==> src/rtl/cpu_run_pkg.sv <==
package cpu_run_pkg;
  localparam int CTL_W   = 8;
  localparam int B_BIS   = 7;
  localparam int B_STEP  = 6;
  localparam int B_FBW   = 5;
  localparam int B_LRD   = 4;
  localparam int B_LWR   = 3;
  localparam int B_START = 2;

  typedef enum logic [1:0] {
    ST_IDLE      = 2'd0,
    ST_RUN       = 2'd1,
    ST_STOP_PEND = 2'd2,
    ST_STEP      = 2'd3
  } run_state_t;

  typedef enum logic [1:0] {
    WM_SLOW  = 2'd0,
    WM_FAST  = 2'd1,
    WM_LATCH = 2'd2
  } wr_mode_t;
endpackage

==> src/rtl/run_ctl_reg.sv <==
module run_ctl_reg
  import cpu_run_pkg::*;
#(
  parameter int W = CTL_W
) (
  input  logic         clk,
  input  logic         rst_n,
  input  logic         wr_en,
  input  logic [W-1:0] wdata,
  output logic [W-1:0] rdata,
  output logic         start_q,
  output logic         fbw_q,
  output logic         lrd_q,
  output logic         lwr_q
);
  localparam logic [W-1:0] KEEP_MASK = ~(W'(1) << B_STEP);

  logic [W-1:0] bits_q;

  always_ff @(posedge clk) begin
    if (!rst_n)      bits_q <= '0;
    else if (wr_en)  bits_q <= wdata & KEEP_MASK;
  end

  assign rdata   = bits_q;
  assign start_q = bits_q[B_START];
  assign fbw_q   = bits_q[B_FBW];
  assign lrd_q   = bits_q[B_LRD];
  assign lwr_q   = bits_q[B_LWR];
endmodule

==> src/rtl/run_ctl_fsm.sv <==
module run_ctl_fsm
  import cpu_run_pkg::*;
(
  input  logic       clk,
  input  logic       rst_n,
  input  logic       boot_req,
  input  logic       wr_en,
  input  logic       wr_start,
  input  logic       wr_step,
  input  logic       start_q,
  input  logic       instr_done,
  output run_state_t state,
  output logic       pc_zero
);
  run_state_t nxt;

  always_comb begin
    nxt = state;
    unique case (state)
      ST_IDLE: begin
        if (wr_en && wr_start)     nxt = ST_RUN;
        else if (wr_en && wr_step) nxt = ST_STEP;
      end
      ST_RUN: begin
        if (wr_en && !wr_start)    nxt = ST_STOP_PEND;
      end
      ST_STOP_PEND: begin
        if (wr_en && wr_start)     nxt = ST_RUN;
        else if (instr_done)       nxt = ST_IDLE;
      end
      ST_STEP: begin
        if (instr_done)            nxt = start_q ? ST_RUN : ST_IDLE;
      end
      default:                     nxt = ST_IDLE;
    endcase
  end

  always_ff @(posedge clk) begin
    if (!rst_n) begin
      state   <= boot_req ? ST_RUN : ST_IDLE;
      pc_zero <= boot_req;
    end else begin
      state   <= nxt;
      pc_zero <= 1'b0;
    end
  end
endmodule

==> src/rtl/run_ctl_mode.sv <==
module run_ctl_mode
  import cpu_run_pkg::*;
(
  input  logic     clk,
  input  logic     rst_n,
  input  logic     busy,
  input  logic     fbw,
  input  logic     lrd,
  input  logic     lwr,
  output wr_mode_t wr_mode,
  output logic     rd_latched
);
  wr_mode_t dec;

  always_comb begin
    if (lwr)      dec = WM_LATCH;
    else if (fbw) dec = WM_FAST;
    else          dec = WM_SLOW;
  end

  always_ff @(posedge clk) begin
    if (!rst_n) begin
      wr_mode    <= WM_SLOW;
      rd_latched <= 1'b0;
    end else if (!busy) begin
      wr_mode    <= dec;
      rd_latched <= lrd;
    end
  end
endmodule

==> src/rtl/cpu_run_ctl.sv <==
module cpu_run_ctl
  import cpu_run_pkg::*;
(
  input  logic             clk,
  input  logic             rst_n,
  input  logic             host_rd_n,
  input  logic             host_wr_n,
  input  logic             cfg_wr,
  input  logic [CTL_W-1:0] cfg_wdata,
  output logic [CTL_W-1:0] cfg_rdata,
  input  logic             instr_done,
  input  logic             access_busy,
  output logic             cpu_run,
  output logic             cpu_halted,
  output logic             cpu_step,
  output logic             pc_zero,
  output logic [1:0]       wr_mode,
  output logic             rd_latched
);
  logic       start_q, fbw_q, lrd_q, lwr_q;
  run_state_t state;
  wr_mode_t   mode_w;

  run_ctl_reg #(.W(CTL_W)) u_reg (
    .clk(clk), .rst_n(rst_n), .wr_en(cfg_wr), .wdata(cfg_wdata),
    .rdata(cfg_rdata), .start_q(start_q), .fbw_q(fbw_q),
    .lrd_q(lrd_q), .lwr_q(lwr_q)
  );

  run_ctl_fsm u_fsm (
    .clk(clk), .rst_n(rst_n),
    .boot_req(!host_rd_n && !host_wr_n),
    .wr_en(cfg_wr), .wr_start(cfg_wdata[B_START]),
    .wr_step(cfg_wdata[B_STEP]), .start_q(start_q),
    .instr_done(instr_done), .state(state), .pc_zero(pc_zero)
  );

  run_ctl_mode u_mode (
    .clk(clk), .rst_n(rst_n), .busy(access_busy),
    .fbw(fbw_q), .lrd(lrd_q), .lwr(lwr_q),
    .wr_mode(mode_w), .rd_latched(rd_latched)
  );

  assign wr_mode    = mode_w;
  assign cpu_run    = (state != ST_IDLE);
  assign cpu_halted = (state == ST_IDLE);
  assign cpu_step   = (state == ST_STEP);
endmodule

==> config.mk <==
export PLATFORM = sky130hd
export DESIGN_NAME = cpu_run_ctl
export DESIGN_NICKNAME = d
export VERILOG_FILES = /design/src/rtl/cpu_run_pkg.sv /design/src/rtl/run_ctl_reg.sv /design/src/rtl/run_ctl_fsm.sv /design/src/rtl/run_ctl_mode.sv /design/src/rtl/cpu_run_ctl.sv
export SDC_FILE = /design/constraint.sdc
export NUM_CORES = 1
export LEC_CHECK = 0
export BUFFER_PORTS_ARGS = -buffer_cell sky130_fd_sc_hd__buf_4
export CAP_MARGIN = 20
export CORE_UTILIZATION = 45
export DETAILED_ROUTE_END_ITERATION = 8
export PLACE_DENSITY = 0.82
export SYNTH_ARGS = -nofsm -noshare
export SYNTH_HDL_FRONTEND = slang
export SYNTH_SLANG_ARGS = --single-unit
==> constraint.sdc <==
create_clock -name clk -period 3.8 [get_ports clk]
set_clock_uncertainty 0.2 [all_clocks]
set_input_delay 0.38 -clock clk [delete_from_list [all_inputs] [get_ports clk]]
set_output_delay 0.38 -clock clk [all_outputs]
set_load 0.01 [all_outputs]
==> results of run 1 <==
-- metal layers --
| layer | GRT usage (%) | share of wire (%) | up-vias |
|---|---|---|---|
| met2 | 21.2 | 49 | 15 |
| met4 | 10.7 | 1.2 | 0 |
| li1 | - | - | 228 |
| met1 | 20.1 | 43 | 197 |
| met5 | 0 | 0 | - |
| met3 | 8.72 | 6.8 | 3 |
-- worst paths after layout --
check,start,endpoint,slack (ns),cells past startpoint
setup / recovery,u_fsm.state[1],cpu_run,2.13,3
hold / removal,host_wr_n,u_fsm.pc_zero,0.07,2
setup reg to reg,u_fsm.state[1],u_fsm.state[0],2.35,2
hold reg to reg,u_reg.rdata[2],u_reg.rdata[2],0.30,2
-- cells by family after synthesis --
kind of cell	Yosys count
buffers and inverters	8
multiplexers	8
AO/OA/AOI/OAI	6
other	1
AND/OR/NAND/NOR	19
flip-flops	13
-- synthesized netlist by cell type (all sizes together) --
cell,instances,area (um2)
nor3,1,5.00
nor3b,1,7.51
a21oi,2,10.0
mux2i,8,80.1
nand2b,2,12.5
dfxtp,11,220
clkbuf,1,5.00
conb,1,3.75
buf,6,48.8
nor2b,9,56.3
and2,1,8.76
nor2,3,11.3
o21ai,1,5.00
nor4b,1,8.76
a211o,1,8.76
edfxtp,2,60.1
nand2,1,11.3
a311o,1,10.0
inv,1,3.75
a21boi,1,7.51
-- stage by stage --
stage	cell area, um2	utilization, %
floorplan	584	-
global placement	758	65.6
detailed placement	758	65.6
CTS	785	67.9
global route	785	67.9
finish	785	67.9
-- worst max-delay path: cells and delay by family, from the launching register on --
kind                   cells  cell delay [ns]
buffers and inverters      2             0.18
flip-flops                 1             0.46
AND/OR/NAND/NOR            1             0.17
-- cell type report --
type	instances	area share, %
clock buffer	4	3.35
multi-input combinational	34	31.4
inverter	1	0.478
timing repair buffer	28	26.8
sequential	13	35.7
tap	14	2.23
-- report_power, final --
| group | total [mW] | internal, mW | switching, mW |
|---|---|---|---|
| Clock | 0.0832 | 0.0408 | 0.0424 |
| Combinational | 0.0621 | 0.0368 | 0.0254 |
| Sequential | 0.159 | 0.150 | 0.00810 |
| Total | 0.304 | 0.228 | 0.0759 |
-- registers in the layout (all words and copies together) (netlist names) --
| signal | cells |
|---|---|
| u_mode.rd_latched | 1 |
| u_fsm.state | 2 |
| u_fsm.pc_zero | 1 |
| u_reg.rdata | 7 |
| u_mode.wr_mode | 2 |
==> metrics.md, run 1 <==
| Metric | Value |
|---|---|
| Status | finished clean |
| Maxcap violations | 0 |
| Top-level port count | 30 |
| CP cell instances | nor2_1 -> inv_1 -> buf_4 |
| Tot Pwr | 0.304 mW |
| Simple-gate share of the synthesized area | 20.8% |
| Hold crit path type | input pin to flop |
| Most common cell after layout, fill and taps aside | buf_4 |
| Hold buffers post-CTS | 0 |
| XOR/XNOR share of the synthesized area | 0% |
| Critical path fanouts, max | 6 |
| Clock Tree Root | clkbuf_4 |
| CTS resizes | 0 |
| Post-Synth Adder-Cell Area | 0% |
| Multi-input combinational cell area | 246 um2 |
| Post-Syn Area | 584 um2 |
| WL/cell | 10.7 um |
| CP arrival | 1.09 ns |
| Vias | 443 |
| CP peak stage delay | 0.46 ns |
| Initial antenna violation count | 0 |
| Crit path launch type | flop |
| # fillers | 95 |
| RePlAce Congestion | 0.792 |
| Clock Path Buffers | 2 |
| Storage cell area | 280 um2 |
| Final antenna-violating net count | 0 |
| Yosys cell types | 21 |
| TritonCTS buffer count | 3 |
| Fin Setup TNS | 0 ns |
| Synth Register Bits | 13 |
| Unrepaired setup endpoints after global routing | false |
| Final Worst Setup Slack | 2.13 ns |
| Fin. Hold Viols | 0 |
| Worst hold slack | around 0.07 ns |
| DPL Wire Length | 712 um |
| Largest net degree at the start of global routing | 15 |
| Diodes inserted | 0 |
| Most frequent cells in the layout | buf_4, dfxtp_1, nor2b_1, mux2i_1 |
| Cells after Synth | 55 |
| First-pass GRT wire length | 1460 um |
| Post-synthesis net count | 70 |
| WP data required | 3.22 ns |
| Clk_lat worst skew | 0.27 ns |
| Placeable Area | 1160 um2 |
| Pre-CTS setup slack | about 2.3 ns |
| Die W | 38.0 um |
| Crit path kind | flop to output port |
| Worst VDD drop | 0.233 mV |
| All-Layer GR Usage | 16.2% |
| DRC | 0 |
| Final setup viols | 0 |
| CTS Sinks | 13 |
| CP max-delay cell | edfxtp_1 |
| Vias per cell | between 4 and 5 |
| Iteration count of the initial detailed-routing pass | 3 |
| Count of nets after finishing | 96 |
| Avg Synthesized Cell Area | 10.6 um2 |
| Placed cell count | 90 |
| Register area share after synthesis | around 48% |
| Max Freq | 599 MHz |
| Crit end category | output port |
| Initial drt markers | 8 |
| Die footprint | 1450 um2 |
| CTS H-Tree Depth | 1 |
| Syn. warnings | 0 |
| Vias in the first global route | ~340 |
| GRT overflow | 0 |
| # port buffers | 28 |
| Power density cells | 387 nW/um2 |
| CTS tree | done |
| Die height | ~38 um |
| Largest family of logic cells by synthesized area | simple AND/OR/NAND/NOR gates |
| Total Routed Length | 1000 um |
| Max Slew Vio Count | 0 |
| Postcts setup bufs | 0 |
| Synth-to-layout area growth | 34.3% |
| Layout cells sized above 1 | between 40% and 50% |
| Non-filler instance count after layout | 94 |
| Initial Utilization | 50.5% |
| Reg clk slew, reported paths | ~0.070 ns |
| Tmin final | 1.67 ns |
| Mux cell area share after synthesis | a little over an eighth |
| Std cell rows | 12 |
| Crit share post-route | 43.9% |
| Leak | 0.374 nW |
| Post-synthesis compound-gate area fraction | under 10% |
(Power assumes the default switching activity.)
==> inputs of run 2 (changes only) <==
--- a/config.mk
+++ b/config.mk
@@ -7,9 +7,9 @@
 export LEC_CHECK = 0
 export BUFFER_PORTS_ARGS = -buffer_cell sky130_fd_sc_hd__buf_4
 export CAP_MARGIN = 20
-export CORE_UTILIZATION = 45
+export CORE_UTILIZATION = 38
 export DETAILED_ROUTE_END_ITERATION = 8
-export PLACE_DENSITY = 0.82
+export PLACE_DENSITY = 0.75
 export SYNTH_ARGS = -nofsm -noshare
 export SYNTH_HDL_FRONTEND = slang
 export SYNTH_SLANG_ARGS = --single-unit
==> constraint.sdc (replaced) <==
create_clock -name clk -period 1.4 [get_ports clk]
set_clock_uncertainty 0.2 [all_clocks]
set_input_delay 0.14 -clock clk [delete_from_list [all_inputs] [get_ports clk]]
set_output_delay 0.14 -clock clk [all_outputs]
set_load 0.01 [all_outputs]
==> run 2 against run 1 <==
The flow now finishes with violations (hold timing, setup timing). Critical path depth unchanged. Flip-flop and latch count unchanged. First-iteration DRC count increased by 13%. Sequential power increased to 2.7 times the previous value. Worst hold slack got worse by 0.13 ns. Worst setup slack got worse by 2.2 ns. Utilization fell by 0.46 points. Total power rose to 2.9 times the previous value. Combinational power increased to 3.5 times the previous value. Via count is 12% higher. Clock power grew to 2.8 times the previous value.
==> metrics.md, run 2 (synthesized netlist as in run 1, its figures left out) <==
| Metric | Value |
|---|---|
| Reg clk slew, reported paths | 0.08 ns (about the same) |
| Diodes inserted | 0 (unchanged) |
| Initial Utilization | 42.8% (-7.8 points) |
| Final setup viols | 4 (+4) |
| Max Slew Vio Count | 0 (unchanged) |
| Die W | 41.2 um (+8.3%) |
| Tot Pwr | 0.889 mW (+190%) |
| Vias in the first global route | 431 (+28%) |
| Crit path kind | flop to output port |
| Max reg flops | 7 (unchanged) |
| Layout cells sized above 1 | 38.7% (-2.5 points) |
| Most common cell after layout, fill and taps aside | buf_4 |
| All-Layer GR Usage | 17.0% (+0.73 points) |
| Finished Cell Area | 921 um2 (+17%) |
| Crit path launch type | flop |
| Leak | 0.431 nW (+15%) |
| Worst VDD drop | 0.525 mV (+120%) |
| Reg2reg end | u_fsm.state[0] |
| Synth-to-layout area growth | 57.6% |
| Tmin final | 1.45 ns |
| Worst hold slack | -0.0619 ns (-0.132 ns) |
| Failing checks | hold timing, setup timing |
| Crit end category | output port |
| Final antenna-violating net count | 0 (unchanged) |
| Reg2reg path depth | 2 (unchanged) |
| Clock Tree Root | clkbuf_4 |
| Fin Setup TNS | -0.0992 ns (-0.0992 ns) |
| Critical R2R Launch | u_fsm.state[1] |
| CTS Sinks | 13 (unchanged) |
| Critical path fanouts, max | 5 (-1) |
| CTS tree | done |
| Maxcap violations | 0 (unchanged) |
| Vias per cell | 4.61 (-2.2%) |
| Placed inst area | 767 um2 (+1.2%) |
| Largest net degree at the start of global routing | 15 (unchanged) |
| Die height | 41.2 um (+8.3%) |
| R2R Setup Slk | -0.03 ns (-2.38 ns) |
| CTS H-Tree Depth | 1 (unchanged) |
| Crit share post-route | 103% |
| Clock Path Buffers | 2 (unchanged) |
| Hold crit path type | input pin to flop |
| Total Routed Length | 1290 um (+28%) |
| Iteration count of the initial detailed-routing pass | 4 (+1) |
| Fin. Hold Viols | 10 (+10) |
| # port buffers | 28 (unchanged) |
| DPL Wire Length | 818 um (+15%) |
| Vias | 498 (+12%) |
| Hold Crit Start | rst_n |
| Count of nets after finishing | 109 (+14%) |
| Final Worst Setup Slack | -0.0462 ns (-2.18 ns) |
| Initial antenna violation count | 0 (unchanged) |
| Most frequent cells in the layout | buf_4, dlygate4sd3_1, dfxtp_1, nor2b_1, mux2i_1 |
| Unrepaired setup endpoints after global routing | true |
| Non-filler instance count after layout | 108 (+15%) |
| WL/cell | 11.9 um (+12%) |
| GRT overflow | 0 (unchanged) |
| Std cell rows | 13 (+1) |
| Power density cells | 965 nW/um2 (+150%) |
| Top-level port count | 30 (unchanged) |
| WHS Path Cells | 2 (unchanged) |
| Initial drt markers | 9 (+1) |
| Status | finished, violations left |
| Hold buffers post-CTS | 11 (+11) |
| Post-route core utilization | 67.4% (-0.46 points) |
| Clk_lat worst skew | 0.28 ns (about the same) |
| TritonCTS buffer count | 3 (unchanged) |
| Max Freq | around 700 MHz |
| RePlAce Congestion | 0.630 (-20%) |
| Placeable Area | 1370 um2 (+18%) |
| WP data required | 1.06 ns (-2.16 ns) |
| First-pass GRT wire length | 1770 um (+21%) |
| CP arrival | 1.11 ns (+0.02 ns) |
| DRC | 0 (unchanged) |
| Die footprint | 1700 um2 (+17%) |
| Placed cell count | 92 (+2.2%) |
| Hold endpoint | u_fsm.pc_zero |
run 2: layer usage:
metal  GRT usage (%)  wire, um
met2            27.0       639
met4            12.1        20
met3            4.89        63
met1            19.2       565
met5               0         0
run 2: report_power, final:
part,switching [mW],leakage (nW),internal [mW]
Clock,0.126,0.0150,0.110
Combinational,0.0828,0.304,0.137
Sequential,0.0238,0.112,0.408
run 2: layout make-up:
class | count | area, um2
tap | 15 | 18.8
timing repair buffer | 41 | 343
multi-input combinational | 34 | 249
sequential | 13 | 280
fill | 107 | 445
inverter | 1 | 3.75
clock buffer | 4 | 26.3
run 2: worst max-delay path by stage:
stage / startpoint / endpoint / slack, ns / cells past startpoint
after detailed placement: u_fsm.state[0] / u_fsm.state[0] / -0.02 / 2
after global routing: u_fsm.state[1] / cpu_run / -0.11 / 3
final: u_fsm.state[1] / cpu_run / -0.05 / 3
after global placement: u_fsm.state[0] / u_fsm.state[0] / 0.01 / 2
after floorplan: u_fsm.state[1] / u_fsm.state[0] / 0.01 / 2
after CTS: u_fsm.state[1] / u_fsm.state[0] / -0.02 / 2
run 2: worst max-delay path, cell delays in order (launching register included):
cell and delay (ns):
edfxtp_1 0.47, nor2_2 0.18, inv_1 0.06, buf_6 0.12
run 2: repair_timing:
| item | 4_1_cts | 5_1_grt |
|---|---|---|
| gates resized for setup | 2 | 1 |
| setup buffers | 1 | 0 |
| endpoints found under the setup margin | 5 | 6 |
| pin swaps | 3 | 2 |
| hold endpoints to repair | 13 | 8 |
run 2: stage by stage:
stage,setup WS (ns),hold slack [ns]
6_report,-0.0462,-0.0619
5_1_grt,-0.111,-0.0589
4_1_cts,-0.0235,-0.0699
3_5_place_dp,-0.0174,0.126
3_3_place_gp,0.0123,0.122
2_1_floorplan,0.0145,0.0224
